## src/rtl/evcap_unit.sv

```systemverilog
module evcap_unit #(
  parameter int CNT_W = 8
) (
  input  logic        clk,
  input  logic        rst_n,
  input  logic [31:0] time_now,
  input  logic        evreq_in,
  input  logic        pps_tick,
  input  logic        reg_wr,
  input  logic [2:0]  reg_addr,
  input  logic [15:0] reg_wdata,
  output logic [15:0] reg_rdata
);
  localparam logic [CNT_W-1:0] CNT_MAX = '1;

  logic [2:0]       sync_q;
  logic             fall_sel, ovw_en, cnt_en;
  logic             src_pps, valid_q, err_q;
  logic [31:0]      ts_q;
  logic [CNT_W-1:0] cnt_q;

  wire cfg_wr  = reg_wr && (reg_addr == 3'd0);
  wire stat_wr = reg_wr && (reg_addr == 3'd1);
  wire rise    = sync_q[1] & ~sync_q[2];
  wire fall    = ~sync_q[1] & sync_q[2];
  wire evt     = src_pps ? pps_tick : (fall_sel ? fall : rise);

  wire             valid_w = stat_wr ? (valid_q & reg_wdata[0]) : valid_q;
  wire             err_w   = stat_wr ? (err_q & reg_wdata[1]) : err_q;
  wire [CNT_W-1:0] cnt_w   = stat_wr ? '0 : cnt_q;

  always_ff @(posedge clk) begin
    if (!rst_n) begin
      sync_q   <= '0;
      fall_sel <= 1'b0;
      ovw_en   <= 1'b0;
      cnt_en   <= 1'b0;
      src_pps  <= 1'b0;
      valid_q  <= 1'b0;
      err_q    <= 1'b0;
      ts_q     <= '0;
      cnt_q    <= '0;
    end else begin
      sync_q <= {sync_q[1:0], evreq_in};
      if (cfg_wr) {cnt_en, ovw_en, fall_sel} <= reg_wdata[2:0];
      if (stat_wr) src_pps <= reg_wdata[2];
      valid_q <= valid_w | evt;
      err_q   <= err_w | (evt & valid_w);
      if (evt && (!valid_w || ovw_en)) ts_q <= time_now;
      cnt_q <= (evt && cnt_en && cnt_w != CNT_MAX) ? cnt_w + 1'b1 : cnt_w;
    end
  end

  wire [15:0] cnt_word = {cnt_q, {(16 - CNT_W){1'b0}}};

  always_comb begin
    case (reg_addr)
      3'd0:    reg_rdata = {13'b0, cnt_en, ovw_en, fall_sel};
      3'd1:    reg_rdata = {13'b0, src_pps, err_q, valid_q};
      3'd2:    reg_rdata = ts_q[15:0];
      3'd3:    reg_rdata = ts_q[31:16];
      3'd4:    reg_rdata = cnt_word;
      default: reg_rdata = '0;
    endcase
  end
endmodule


```

## config.mk

```make
export PLATFORM = sky130hd
export DESIGN_NAME = evcap_unit
export DESIGN_NICKNAME = d
export VERILOG_FILES = /design/src/rtl/evcap_unit.sv
export SDC_FILE = /design/constraint.sdc
export NUM_CORES = 1
export LEC_CHECK = 0
export BUFFER_PORTS_ARGS = -buffer_cell sky130_fd_sc_hd__buf_2
export CORE_ASPECT_RATIO = 1.75
export CORE_UTILIZATION = 51
export DETAILED_ROUTE_END_ITERATION = 16
export HOLD_SLACK_MARGIN = 0.06
export PLACE_DENSITY = 0.79
export SYNTH_ARGS = -nofsm -noshare
export SYNTH_HDL_FRONTEND = slang
export SYNTH_SLANG_ARGS = --single-unit
```

## constraint.sdc

```tcl
create_clock -name clk -period 1.6 [get_ports clk]
set_input_delay 0.08 -clock clk [delete_from_list [all_inputs] [get_ports clk]]
set_output_delay 0.08 -clock clk [all_outputs]
set_load 0.05 [all_outputs]
```

# [Word-level counts from Yosys, hierarchy flattened]
# Index checks and enable logic that the tools add are counted.
[totals] out_inout_bits=16 wordCells=39 register_bits=49 input_bits=56
[classes] add_sub_neg=1 bitwise_logic=9 n_reduce_logical=8 muxes=7 n_eq_ne=5
[op_table] cell="16-bit case mux with 5 select lines" count=1
[op_table] cell="8-bit two-way mux" count=2
[op_table] cell="8-bit by 1-bit adder with 8-bit output (second input constant)" count=1
[op_table] cell="8-bit inequality test (second input constant)" count=1
[op_table] cell="3-bit by 2-bit equality test with 1-bit output (second input constant)" count=2
[op_table] cell="1-bit AND" count=5
[op_table] cell="1-bit logical AND" count=5
[op_table] cell="1-bit two-way mux" count=4
[op_table] cell="3-bit by 1-bit equality test with 1-bit output (second input constant)" count=1
[op_table] cell="3-bit equality test (second input constant)" count=1
[op_table] cell="3-bit logical NOT" count=1
[op_table] cell="1-bit inverter" count=2
[op_table] cell="1-bit bitwise OR" count=2
[op_table] cell="1-bit logical NOT" count=1
[op_table] cell="1-bit logical OR" count=1

# [Logic depth before layout (Yosys ltp)]
[logic_depth] depth_word=7 ltp_mapped=7 ltp_nobuf=4

# [Worst setup path after synthesis]
# OpenSTA, ideal clock, no wires.
[synth_timing] path_type="input-to-output" from="input port reg_addr[0]" to="output port reg_rdata[11]" path_buffers=2 required_time_ns=1.520 stages=4 slack_ns=-0.297 arrival_time_ns=1.817 path_cell_list="buf_2 > buf_2 > mux2i_1 > o21ai_0"
[synth_via] elab_chain_cells=2
[synth_rtl] element="start: declaration" line="10" rtl="input logic [2:0] reg_addr,"
[synth_rtl] element="3-bit equality test, or another cell as far along" line="57" rtl="case (reg_addr)"
[synth_rtl] element="16-bit case mux with 5 select lines (*)" line="57"
[synth_rtl] element="end: declaration" line="12" rtl="output logic [15:0] reg_rdata"
# Every way passes the cells marked *; elsewhere a longest branch is shown, timed or not.

# [Worst setup path in the final report]
[layout_timing] from="register sync_q[1]" to="register ts_q[13]"
[layout_via] elab_chain_cells=5
[layout_rtl] element="start: declaration" line="16" rtl="logic [2:0] sync_q;"
[layout_rtl] element="start signal: assignment" line="44" rtl="sync_q <= {sync_q[1:0], evreq_in};"
[layout_rtl] element="1-bit inverter" line="25" rtl="wire fall = ~sync_q[1] & sync_q[2];"
[layout_rtl] element="1-bit AND" line="25"
[layout_rtl] element="1-bit two-way mux (*) (2 in series)" line="26" rtl="wire evt = src_pps ? pps_tick : (fall_sel ? fall : rise);"
[layout_rtl] element="1-bit logical AND (*)" line="49" rtl="if (evt && (!valid_w || ovw_en)) ts_q <= time_now;"
[layout_rtl] element="end signal: assignment" line="49"
[layout_rtl] element="end: declaration" line="19" rtl="logic [31:0] ts_q;"
# Marked as above.
# A chain may end at the register's enable or synchronous reset.

==> results by group <==
Run status
  • Outcome: finished, final reports clean

Final layout
  • Total area of multi-input combinational cells: 1380 µm²
  • Net count of the finished layout: 429
  • Layout cell share with drive strength beyond 1: 30.6%
  • Register Area: 988 µm²
  • Layout overhead on the synthesized area: 42.4%
  • Fillers: 300
  • Number of inserted diodes: 0

Global routing
  • Grt total ovfl: 0
  • Wire length of the first global-routing pass: 10.3 mm
  • Gr usage total: 27.9%
  • Largest net degree at the start of global routing: 66
  • Initial antenna violation count: 0
  • Vias in the first global route: 2,299

Logic synthesis
  • Proportion of netlist area held by the largest area contributor: 40.4%
  • Asr flop ratio synth: 0%
  • Cells after Synth: 264
  • Top area cells in the synthesized netlist: sky130_fd_sc_hd__dfxtp_1 (40%), sky130_fd_sc_hd__mux2i_1 (20%), sky130_fd_sc_hd__nand2_1 (12%), sky130_fd_sc_hd__buf_12 (2.5%), sky130_fd_sc_hd__o21ai_0 (2.1%)
  • Syn Std Cell Area: 2430 µm²
  • Total number of yosys warnings: 0
  • Flip-flop cell with the highest count after synthesis: sky130_fd_sc_hd__dfxtp_1
  • Sequential share of the synthesized area: 40.4%
  • Most area-hungry cell type in the Yosys netlist: sky130_fd_sc_hd__dfxtp_1
  • Net count after synthesis: 320
  • Mean area per synthesized cell: 9.19 µm²
  • Flip-flop and latch count after synthesis: 49
  • Count of flip-flops with a built-in enable after synthesis: 0
  • Number of distinct library cell variants in the gate-level netlist after synthesis: 39

Clock tree
  • Total clock buffers created by CTS: 5
  • Number of clock sinks seen by CTS: 49
  • Insertion delay to the later sink of the worst-skew pair: 0.30 ns
  • Number of H-tree branching levels: 2
  • Clock-pin transition on the worst setup and hold timing paths: 0.09 ns
  • CTS tree: built
  • Buffer type at the clock tree root: sky130_fd_sc_hd__clkbuf_8
  • Longest Clk Path Bufs: 2

Floorplanning
  • Total I/O pin count: 72
  • Starting utilization of the core area: 54.1%
  • Site Rows: 32
  • Die Height: 93.2 µm
  • Floorplan die area: 5050 µm²
  • Core footprint: 4480 µm²
  • Horizontal die dimension: 54.1 µm

Timing
  • Fin crit share: 99.5%
  • Minimum clock period: 1.59 ns
  • Setup clock skew after layout: 0.00374 ns
  • Final Hold Slack: 0.0689 ns
  • Slew HR: 66.8%
  • Fin. max-slew vios: 0
  • Peak clock frequency supported by timing: 0.628 GHz
  • Final Hold Violating Endpoints: 0
  • Unrepaired setup endpoints after global routing: yes
  • Worst setup slack after layout: 0.00838 ns
  • Final Setup Violations: 0
  • Slew at the pin closest to its max-slew limit: 0.496 ns

Worst hold path
  • Hold-critical path depth: 3
  • Hold WC Path Type: input port to flop

Flow run
  • Count of max-cap constraint violations: 0

Placement
  • Routability-driven placement congestion ratio: 0.799
  • Placement Setup Slack: -0.110 ns
  • Half-perimeter wire length after placement: 3.91 mm
  • Count of input and output buffers: 58

Routing
  • Total length of routed wires: 6.65 mm
  • Residual DRC count: 0
  • Total number of vias: 2,313
  • Number of routed nets with antenna violations: 0
  • Iter 0 DRT Violations: 60
  • 1st-pass router iterations: 4
  • Post-detailed-route wirelength per cell: 15.7 µm
  • Via/cell ratio: 5.46

Critical path
  • Worst setup EP type: flop
  • Required time reported for the critical path endpoint: 1.82 ns
  • Number of cells on the worst reg-to-reg path: 6
  • Peak fanout along the critical path: 12
  • Worst reg-to-reg setup slack: 0.008 ns
  • Critical Path Start Type: flop
  • Data arrival time of the worst path: 1.81 ns
  • Type of the worst setup path: flop to flop

Power and ir drop
  • Static power due to leakage: 1.44 nW
  • Worst vdd rail ir drop: 0.000962 V
  • Ratio of total power to cell area: 707 nW/µm²
Yosys cell counts (3+ instances only):
| cell | count |
|---|---|
| sky130_fd_sc_hd__a21oi_1 | 5 |
| sky130_fd_sc_hd__and2_1 | 4 |
| sky130_fd_sc_hd__buf_12 | 3 |
| sky130_fd_sc_hd__buf_2 | 4 |
| sky130_fd_sc_hd__clkbuf_1 | 9 |
| sky130_fd_sc_hd__dfxtp_1 | 49 |
| sky130_fd_sc_hd__inv_1 | 4 |
| sky130_fd_sc_hd__mux2i_1 | 49 |
| sky130_fd_sc_hd__nand2_1 | 76 |
| sky130_fd_sc_hd__nor2_1 | 11 |
| sky130_fd_sc_hd__nor2b_1 | 3 |
| sky130_fd_sc_hd__o21ai_0 | 10 |
| sky130_fd_sc_hd__o31ai_1 | 4 |
| sky130_fd_sc_hd__or4_1 | 3 |
kinds of logic (layout without fill, tap and decap cells):
group	Yosys count	in the layout	synth area share (%)
buf+inv	21	130	5.78
flops	49	49	40.4
simple gates	112	112	21.8
compound gates	30	30	8.87
mux	52	52	23.2
cells in the final DEF, fill, tap and decap left out, types with 2 or more instances in the layout:
| cell | n |
|---|---|
| sky130_fd_sc_hd__a21oi_1 | 5 |
| sky130_fd_sc_hd__and2_1 | 4 |
| sky130_fd_sc_hd__buf_12 | 2 |
| sky130_fd_sc_hd__buf_2 | 55 |
| sky130_fd_sc_hd__buf_4 | 19 |
| sky130_fd_sc_hd__buf_6 | 7 |
| sky130_fd_sc_hd__clkbuf_8 | 6 |
| sky130_fd_sc_hd__dfxtp_1 | 45 |
| sky130_fd_sc_hd__dfxtp_2 | 3 |
| sky130_fd_sc_hd__dlygate4sd3_1 | 34 |
| sky130_fd_sc_hd__inv_1 | 4 |
| sky130_fd_sc_hd__mux2i_1 | 49 |
| sky130_fd_sc_hd__mux4_2 | 3 |
| sky130_fd_sc_hd__nand2_1 | 76 |
| sky130_fd_sc_hd__nand2b_1 | 2 |
| sky130_fd_sc_hd__nand3_1 | 2 |
| sky130_fd_sc_hd__nor2_1 | 11 |
| sky130_fd_sc_hd__nor2b_4 | 2 |
| sky130_fd_sc_hd__o21a_1 | 2 |
| sky130_fd_sc_hd__o21ai_0 | 5 |
| sky130_fd_sc_hd__o21ai_1 | 5 |
| sky130_fd_sc_hd__o21ai_2 | 2 |
| sky130_fd_sc_hd__o31ai_1 | 3 |
| sky130_fd_sc_hd__or4_1 | 3 |
layer usage:
metal / vias to the layer above / GRT usage [%] / part of all wire, %
li1: 1122 / - / -
met1: 1078 / 29.9 / 37
met2: 91 / 48.2 / 55
met3: 22 / 5.69 / 4.3
met4: 0 / 15.2 / 3.7
met5: - / 0 / 0
worst paths after layout:
kind | from | endpoint
setup / recovery | sync_q[1] | ts_q[13]
hold / removal | time_now[4] | ts_q[4]
setup reg to reg | sync_q[1] | ts_q[13]
hold reg to reg | ts_q[8] | ts_q[8]
sequential cells by signal, indices dropped and copies added (netlist names):
| name | count |
|---|---|
| sync_q | 3 |
| cnt_en | 1 |
| ovw_en | 1 |
| err_q | 1 |
| ts_q | 32 |
| valid_q | 1 |
| fall_sel | 1 |
| src_pps | 1 |
| cnt_q | 8 |
stage by stage:
stage / TNS, ns / cells / cell area [µm²] / power (W) / util [%]
global route: -0.330 / 424 / 3450 / 0.00254 / 77.0
finish: 0 / 424 / 3450 / 0.00244 / 77.0
detailed placement: -0.587 / 373 / 2810 / 0.00163 / 62.6
global placement: -0.246 / 373 / 2810 / 0.00162 / 62.6
floorplan: 0 / 264 / 2430 / 0.00153 / -
CTS: -0.0120 / 419 / 3340 / 0.00245 / 74.5
where the power goes:
part | internal, W | total (W) | leakage [nW] | switching (W)
combinational | 0.000221 | 0.000420 | 0.994 | 0.000199
sequential | 0.00126 | 0.00129 | 0.400 | 0.0000258
clock | 0.000342 | 0.000735 | 0.0433 | 0.000393
total | 0.00183 | 0.00244 | 1.44 | 0.000617
worst max-delay path: stages, from the launching register on:
cell,delay (ns)
sky130_fd_sc_hd__dfxtp_2,0.34
sky130_fd_sc_hd__and3b_4,0.32
sky130_fd_sc_hd__buf_6,0.11
sky130_fd_sc_hd__o31ai_4,0.07
sky130_fd_sc_hd__o21ba_4,0.30
sky130_fd_sc_hd__buf_12,0.17
sky130_fd_sc_hd__mux2i_1,0.22
final cells by class:
type                    instances  share of cell area (%)
multi-input cells             194                    39.9
flip-flops and latches         49                    28.6
repair buffers                119                    26.5
clock buffers                   6                    2.39
well taps                      51                    1.85
inverters                       4                   0.435
clock inverters                 1                   0.217
what timing repair did:
action / in CTS / in global routing
hold buffers: 34 / 0
gates resized for setup: 19 / 12
buffers inserted: 5 / 3
endpoints found under the hold margin: 35 / 0
cloned: 0 / 2
endpoints found under the setup margin: 10 / 43
pin swaps: 2 / 5
Power figures use the tool's default switching activity.
